`config.mk`:
```
export PLATFORM = sky130hd
export DESIGN_NAME = byte_rate_limiter
export DESIGN_NICKNAME = d
export VERILOG_FILES = /design/src/rtl/brl_pkg.sv /design/src/rtl/brl_window_timer.sv /design/src/rtl/brl_cfg_shadow.sv /design/src/rtl/brl_byte_meter.sv /design/src/rtl/brl_pkt_gate.sv /design/src/rtl/byte_rate_limiter.sv
export SDC_FILE = /design/constraint.sdc
export NUM_CORES = 1
export LEC_CHECK = 0
export ABC_AREA = 1
export CAP_MARGIN = 20
export CORE_MARGIN = 2
export CORE_UTILIZATION = 40
export DETAILED_ROUTE_END_ITERATION = 12
export GPL_ROUTABILITY_DRIVEN = 0
export PLACE_DENSITY_LB_ADDON = 0.15
export SLEW_MARGIN = 20
export SYNTH_ARGS = -nofsm -noshare
export SYNTH_HDL_FRONTEND = slang
export SYNTH_SLANG_ARGS = --single-unit
```
`constraint.sdc`:
```
create_clock -name clk_i -period 1.95 [get_ports clk_i]
set_clock_uncertainty 0.15 [all_clocks]
set_input_delay 0.195 -clock clk_i [delete_from_list [all_inputs] [get_ports clk_i]]
set_output_delay 0.195 -clock clk_i [all_outputs]
set_load 0.005 [all_outputs]
```
`src/rtl/brl_pkg.sv`:
```
package brl_pkg;
  parameter int unsigned RATE_W = 8;
  parameter int unsigned UNIT_BYTES = 512;

  typedef struct packed {
    logic [RATE_W-1:0] rate;
    logic              fast;
  } brl_cfg_t;
endpackage

```
`src/rtl/brl_window_timer.sv`:
```
module brl_window_timer #(
  parameter int unsigned WIN_FAST = 250000,
  parameter int unsigned WIN_SLOW = 2500000
) (
  input  logic clk_i,
  input  logic rst_ni,
  input  logic fast_i,
  output logic win_end_o
);
  localparam int unsigned WIN_MAX = (WIN_FAST > WIN_SLOW) ? WIN_FAST : WIN_SLOW;
  localparam int unsigned TMR_W   = $clog2(WIN_MAX + 1);

  logic [TMR_W-1:0] tmr_q;
  logic [TMR_W-1:0] last_cyc;

  assign last_cyc  = fast_i ? TMR_W'(WIN_FAST - 1) : TMR_W'(WIN_SLOW - 1);
  assign win_end_o = (tmr_q >= last_cyc);

  always_ff @(posedge clk_i or negedge rst_ni) begin
    if (!rst_ni)        tmr_q <= '0;
    else if (win_end_o) tmr_q <= '0;
    else                tmr_q <= tmr_q + 1'b1;
  end
endmodule

```
`src/rtl/brl_cfg_shadow.sv`:
```
module brl_cfg_shadow
  import brl_pkg::*;
(
  input  logic              clk_i,
  input  logic              rst_ni,
  input  logic              load_i,
  input  logic [RATE_W-1:0] rate_i,
  input  logic              fast_i,
  output brl_cfg_t          cfg_o
);
  always_ff @(posedge clk_i or negedge rst_ni) begin
    if (!rst_ni) begin
      cfg_o.rate <= '0;
      cfg_o.fast <= 1'b1;
    end else if (load_i) begin
      cfg_o.rate <= rate_i;
      cfg_o.fast <= fast_i;
    end
  end
endmodule

```
`src/rtl/brl_byte_meter.sv`:
```
module brl_byte_meter #(
  parameter int unsigned CNT_W = 18
) (
  input  logic             clk_i,
  input  logic             rst_ni,
  input  logic             clear_i,
  input  logic             vld_i,
  output logic [CNT_W-1:0] cnt_o
);
  always_ff @(posedge clk_i or negedge rst_ni) begin
    if (!rst_ni)       cnt_o <= '0;
    else if (clear_i)  cnt_o <= CNT_W'(vld_i);
    else if (!(&cnt_o)) cnt_o <= cnt_o + CNT_W'(vld_i);
  end
endmodule

```
`src/rtl/brl_pkt_gate.sv`:
```
module brl_pkt_gate (
  input  logic clk_i,
  input  logic rst_ni,
  input  logic start_i,
  input  logic end_i,
  input  logic block_i,
  output logic open_o
);
  always_ff @(posedge clk_i or negedge rst_ni) begin
    if (!rst_ni)                    open_o <= 1'b0;
    else if (end_i)                 open_o <= 1'b0;
    else if (start_i && !block_i)   open_o <= 1'b1;
  end
endmodule

```
`src/rtl/byte_rate_limiter.sv`:
```
module byte_rate_limiter
  import brl_pkg::*;
#(
  parameter int unsigned WIN_FAST = 250000,
  parameter int unsigned WIN_SLOW = 2500000
) (
  input  logic              clk_i,
  input  logic              rst_ni,
  input  logic [RATE_W-1:0] rate_i,
  input  logic              speed_100_i,
  input  logic              pkt_start_i,
  input  logic              byte_vld_i,
  input  logic              pkt_end_i,
  output logic              throttle_o
);
  localparam int unsigned UNIT_LG = $clog2(UNIT_BYTES);
  localparam int unsigned CNT_W   = RATE_W + UNIT_LG + 1;

  brl_cfg_t         cfg;
  logic             win_end;
  logic [CNT_W-1:0] byte_cnt;
  logic [CNT_W-1:0] budget;
  logic             pkt_open;
  logic             spent;

  brl_window_timer #(.WIN_FAST(WIN_FAST), .WIN_SLOW(WIN_SLOW)) u_timer (
    .clk_i(clk_i), .rst_ni(rst_ni), .fast_i(cfg.fast), .win_end_o(win_end)
  );

  brl_cfg_shadow u_cfg (
    .clk_i(clk_i), .rst_ni(rst_ni), .load_i(win_end),
    .rate_i(rate_i), .fast_i(speed_100_i), .cfg_o(cfg)
  );

  brl_byte_meter #(.CNT_W(CNT_W)) u_meter (
    .clk_i(clk_i), .rst_ni(rst_ni), .clear_i(win_end),
    .vld_i(byte_vld_i), .cnt_o(byte_cnt)
  );

  brl_pkt_gate u_gate (
    .clk_i(clk_i), .rst_ni(rst_ni), .start_i(pkt_start_i),
    .end_i(pkt_end_i), .block_i(throttle_o), .open_o(pkt_open)
  );

  assign budget     = CNT_W'(cfg.rate) << UNIT_LG;
  assign spent      = (cfg.rate != '0) && (byte_cnt >= budget);
  assign throttle_o = spent && !pkt_open;
endmodule

```
# Word level (Yosys, flattened, before mapping)
# Index checks and enable logic that the tools add are counted.
dict set report word_totals {
  register_bits 50
  latchBits 0
  ram_bits 0
  romBits 0
  input_bits 14
  output_inout_bits 1
  word_cells 24
  n_memories 0
}
dict set report classes {
  add_sub_neg 2
  n_mul 0
  div 0
  n_lt_le_gt_ge 2
  eq_ne 1
  shift 0
  n_mux 6
  bitwise 0
  n_reduce_logical 8
}
# op count
set op_table {}
lappend op_table {{22-bit 2-to-1 mux} 2}
lappend op_table {{18-bit 2-to-1 mux} 2}
lappend op_table {{22-bit by 1-bit adder with 22-bit output, second input constant} 1}
lappend op_table {{22-bit greater-or-equal comparator} 1}
lappend op_table {{18-bit by 1-bit adder with 18-bit output} 1}
lappend op_table {{18-bit by 17-bit greater-or-equal comparator with 1-bit output} 1}
lappend op_table {{18-bit AND reduction} 1}
lappend op_table {{8-bit nonzero test} 1}
lappend op_table {{1-bit logical AND} 3}
lappend op_table {{1-bit zero test} 2}
lappend op_table {{1-bit 2-to-1 mux} 2}
lappend op_table {{2-bit != test, second input constant} 1}
lappend op_table {{2-bit nonzero test} 1}

# Depth between registers and ports, before layout
dict set report logic_depth {
  word_depth 7
  depth_mapped 12
  ltp_nobuf 11
}

# Hierarchy
# A second synthesis with hierarchy kept.
dict set report unflattened {
  cells_unflattened 474
  hier_area_um2 3389.5
}
# module n_inst cells_each area_each_um2 seq_area_each_um2
set by_module_without_submodules {}
lappend by_module_without_submodules {brl_window_timer 1 218 1522.7 550.5}
lappend by_module_without_submodules {brl_byte_meter 1 158 1177.4 450.4}
lappend by_module_without_submodules {brl_cfg_shadow 1 38 342.8 226.5}
lappend by_module_without_submodules {byte_rate_limiter 1 55 301.5 0.0}
lappend by_module_without_submodules {brl_pkt_gate 1 5 45.0 25.0}

# Worst setup path before layout
# OpenSTA, ideal clock, no wires.
dict set report synth_path {
  path_type {reg2reg}
  from {register u_cfg.cfg_o[0] (netlist bit)}
  to {register u_timer.tmr_q[0]}
  setup_ps 124
  arrival_time_ps 1680
  required_time_ps 1676
  slack_ps -3
  stages_incl_launch_ff 12
  n_path_buf 2
  synth_period_minus_slack_ps 1953
  path_cell_list {dfstp_2 -> inv_1 -> ha_1 -> nand2_1 -> inv_1 -> nand2_1 -> nor2_1 -> nand3_1 -> nand3_2 -> buf_4 -> buf_6 -> nor2_1}
}
dict set report synth_via {
  elab_chain_cells 3
}
# item line_no
set synth_lines {}
lappend synth_lines {{start, declared} brl_cfg_shadow.sv:9} ;# output brl_cfg_t cfg_o
lappend synth_lines {{22-bit 2-to-1 mux} brl_window_timer.sv:16} ;# assign last_cyc = fast_i ? TMR_W'(WIN_FAST - 1) : TMR_W'(WIN_SLOW - 1);
lappend synth_lines {{22-bit greater-or-equal comparator} brl_window_timer.sv:17} ;# assign win_end_o = (tmr_q >= last_cyc);
lappend synth_lines {{22-bit 2-to-1 mux} brl_window_timer.sv:21} ;# else if (win_end_o) tmr_q <= '0;
lappend synth_lines {{end signal, assigned} brl_window_timer.sv:22} ;# else tmr_q <= tmr_q + 1'b1;
lappend synth_lines {{end, declared} brl_window_timer.sv:13} ;# logic [TMR_W-1:0] tmr_q;
# No other way between the ends.
# A chain may end at the register's enable or synchronous reset.

# Worst setup path in the final report
dict set report layout_path {
  from {register u_cfg.cfg_o[0] (netlist bit)}
  to {register u_cfg.cfg_o[0] (netlist bit)}
}
dict set report layout_via {
  elab_chain_cells 2
}
# item line_no
set layout_lines {}
lappend layout_lines {{22-bit 2-to-1 mux} brl_window_timer.sv:16}
lappend layout_lines {{22-bit greater-or-equal comparator} brl_window_timer.sv:17}
# No other way between the ends.

==> flow_summary.yaml <==
worst_setup_path:
  cp_max_fo: 5
  start_kind: "flip-flop"
  critPathKind: "reg -> reg"
  cp.required_ns: 2.04
  r2r-start: "u_cfg.cfg_o[0]"
  r2r-end: "u_cfg.cfg_o[0]"
  endpoint_kind: "flip-flop"
  reg2regPathDepth: 12
  crit_start: "u_cfg.cfg_o[0]"
  endpoint: "u_cfg.cfg_o[0]"
  cp.arrival_ns: 2.24
  reg2reg_slack_ns: -0.20
yosys:
  syn_inst: 447
  async_reset_ff_share_pct: 100.0
  synth_edf_count: 0
  ys.flop_type: "dfrtp_1"
  synth.distinct_cells: 28
  synthesis.area_um2: 3234
  synth.net_count: 482
  yosys_warnings: 0
  synth.avg_cell_area_um2: 7.236
  yosysSeqAreaShare_pct: 38.72
  synth_seq_cells: 50
clocking:
  root_buffer: "clkbuf_8"
  clock_latency_ns: 0.31
  cts_num_sinks: 50
  cts_buffer_depth: 2
  cts_buffers: 5
  clk_pin_slew_ns: 0.09
  h-tree-depth: 2
  tritoncts: "built"
power:
  finalPower_uw: 3553
  peakVddDrop_v: 0.0005137
  p_leak_uw: 0.002056
  p_per_area_nw_per_um2: 857.3
placement:
  port_buffers: 14
  postPlaceCellArea_um2: 3809
  place_ws_ns: -0.1792
  dpl.hpwl_um: 5533
final_layout:
  fin_util_pct: 53.35
  layout.nets: 547
  fin_area_um2: 4144
  antennaDiodeCount: 0
  drive_gt1_share_pct: 19.53
  fillCellCount: 741
  area_delta_synth_final_pct: 28.12
floorplanning:
  start_util_pct: 41.64
  io_pins: 15
  core_area_um2: 7767
  dieHeight_um: 93.92
  rows: 32
  die_x_um: 93.92
  dieArea_um2: 8821
drt:
  wl_um: 7604
  dr.first_iter.drc_count: 154
  drc: 0
  viasPerCell: 4.759
  antenna_left: 0
  detail_route.wl_per_cell_um: 12.38
  vias: 2922
  drt_pass1_iterations: 4
outcome:
  violations: "negative setup slack"
  outcome: "finished, violations left"
global_routing:
  grt_pass1_wl_um: 12530
  antenna_found_initial: 0
  grt_pass1_vias: 2785
  grt_max_degree: 51
  grtUsageTotal_pct: 18.02
  grt_overflow_total: 0
flow_run:
  max_cap_violations: 0
sta:
  min_period_ns: 2.152
  post-route-period-util_pct: 110.4
  rsz0062_at_grt: "true"
  worst_slack_ns: -0.2019
  finalSetupViolations: 50
  max_freq_mhz: 464.7
  worst_slew_pin_slew_ns: 0.5039
  maxSlewHeadroom_pct: 66.33
  final_max_slew_viol_count: 0
  final-hold-violation-count: 0
hold_path:
  hold_class: "in -> async"
kinds of logic after synthesis:
logic type,count (synthesis),synth area share (%)
AO/OA/AOI/OAI,34,5.532
flip-flops,50,38.72
buffers and inverters,65,8.085
adder cells (fa/ha/maj),21,8.124
XOR/XNOR,20,5.416
AND/OR/NAND/NOR,257,34.12
routing by layer:
metal	share of wire, %	GRT usage (%)	up-vias	routed length [um]
li1	-	-	1542	-
met1	53	26.23	1334	4023
met2	43	27.38	37	3304
met3	2.4	3.210	9	180
met4	1.2	5.193	0	95
met5	0	0	-	0
where the power goes:
group | total (uW) | leakage, uW | switching (uW) | internal, uW
Clock | 760 | 0.0000573 | 349 | 411
Combinational | 1480 | 0.00143 | 787 | 694
Sequential | 1310 | 0.000573 | 104 | 1210
synth_stat cells, types with 2 or more instances:
cell type	number	area (um^2)
nor3_1	14	70.07
nor3_2	2	20.02
o21ai_0	12	60.06
a21oi_1	19	95.09
nor2_2	9	56.30
xor2_1	17	148.9
nand4_1	10	62.56
nand2_1	110	412.9
inv_1	56	210.2
inv_2	2	7.510
dfrtp_1	49	1226
ha_1	21	262.8
nor4_1	2	12.51
nand3_1	26	130.1
nor2_1	79	296.5
buf_2	5	25.02
xnor2_1	3	26.28
state kept, by name, summed over array words and instances (netlist names):
name	flops
u_cfg.cfg_o	9
u_timer.tmr_q	22
u_gate.open_o	1
u_meter.cnt_o	18
placed cells by master (no fill, tap or decap), types with 2 or more instances in the layout:
| cell type | n |
|---|---|
| nand2_1 | 106 |
| nor2_1 | 77 |
| inv_1 | 53 |
| dfrtp_1 | 49 |
| buf_4 | 43 |
| nand3_1 | 26 |
| ha_1 | 18 |
| xor2_1 | 17 |
| a21oi_1 | 12 |
| clkdlybuf4s50_1 | 12 |
| nor2_2 | 11 |
| nand4_1 | 10 |
| nor3_1 | 10 |
| o21ai_0 | 10 |
| a21oi_2 | 7 |
| nor3_2 | 6 |
| clkbuf_8 | 6 |
| inv_2 | 5 |
| nand2_2 | 4 |
| xnor2_1 | 3 |
| ha_4 | 3 |
| buf_12 | 3 |
| nor4_1 | 2 |
| clkbuf_16 | 2 |
| buf_6 | 2 |
what timing repair did:
item	4_1_cts	5_1_grt
hold endpoints to repair	50	0
pin swaps	3	4
buffers inserted	3	1
gates resized for setup	17	19
hold buffers	1	0
gates cloned	0	2
setup endpoints to repair	50	50
how the worst min path moves through the flow:
stage / endpoint / cells after the start
floorplan: u_cfg.cfg_o[1] / 0
global placement: u_timer.tmr_q[21] / 2
detailed placement: u_timer.tmr_q[5] / 2
CTS: u_timer.tmr_q[5] / 3
global route: u_timer.tmr_q[21] / 3
finish: u_timer.tmr_q[21] / 3
metrics by stage:
step / hold WS [ns] / instances / TNS, ns
final: 0.2303 / 614 / -6.270
after global routing: 0.2863 / 614 / -12.03
after CTS: 0.2595 / 611 / -3.551
after detailed placement: 0.05778 / 600 / -5.168
after global placement: 0.05368 / 600 / -2.626
after floorplan: -0.2506 / 447 / 0
layout make-up:
cell class / count / area (um^2) / area share [%]
Multi-Input combinational cell: 332 / 1838 / 44.35
Tap cell: 102 / 127.6 / 3.080
Sequential cell: 50 / 1252 / 30.22
Clock inverter: 1 / 30.03 / 0.7246
Clock buffer: 6 / 82.58 / 1.993
Inverter: 58 / 217.7 / 5.254
Timing Repair Buffer: 65 / 595.6 / 14.37
worst max-delay path, stage by stage, from the launching register on:
cell     delay [ns]
dfstp_2        0.59
inv_2          0.07
ha_1           0.30
nand2_1        0.07
inv_1          0.04
nand3_1        0.08
nor2_1         0.05
nor2_2         0.15
nand3_4        0.18
buf_4          0.19
buf_6          0.11
nand2_2        0.07
o21ai_4        0.06
Power figures use the tool's default switching activity.
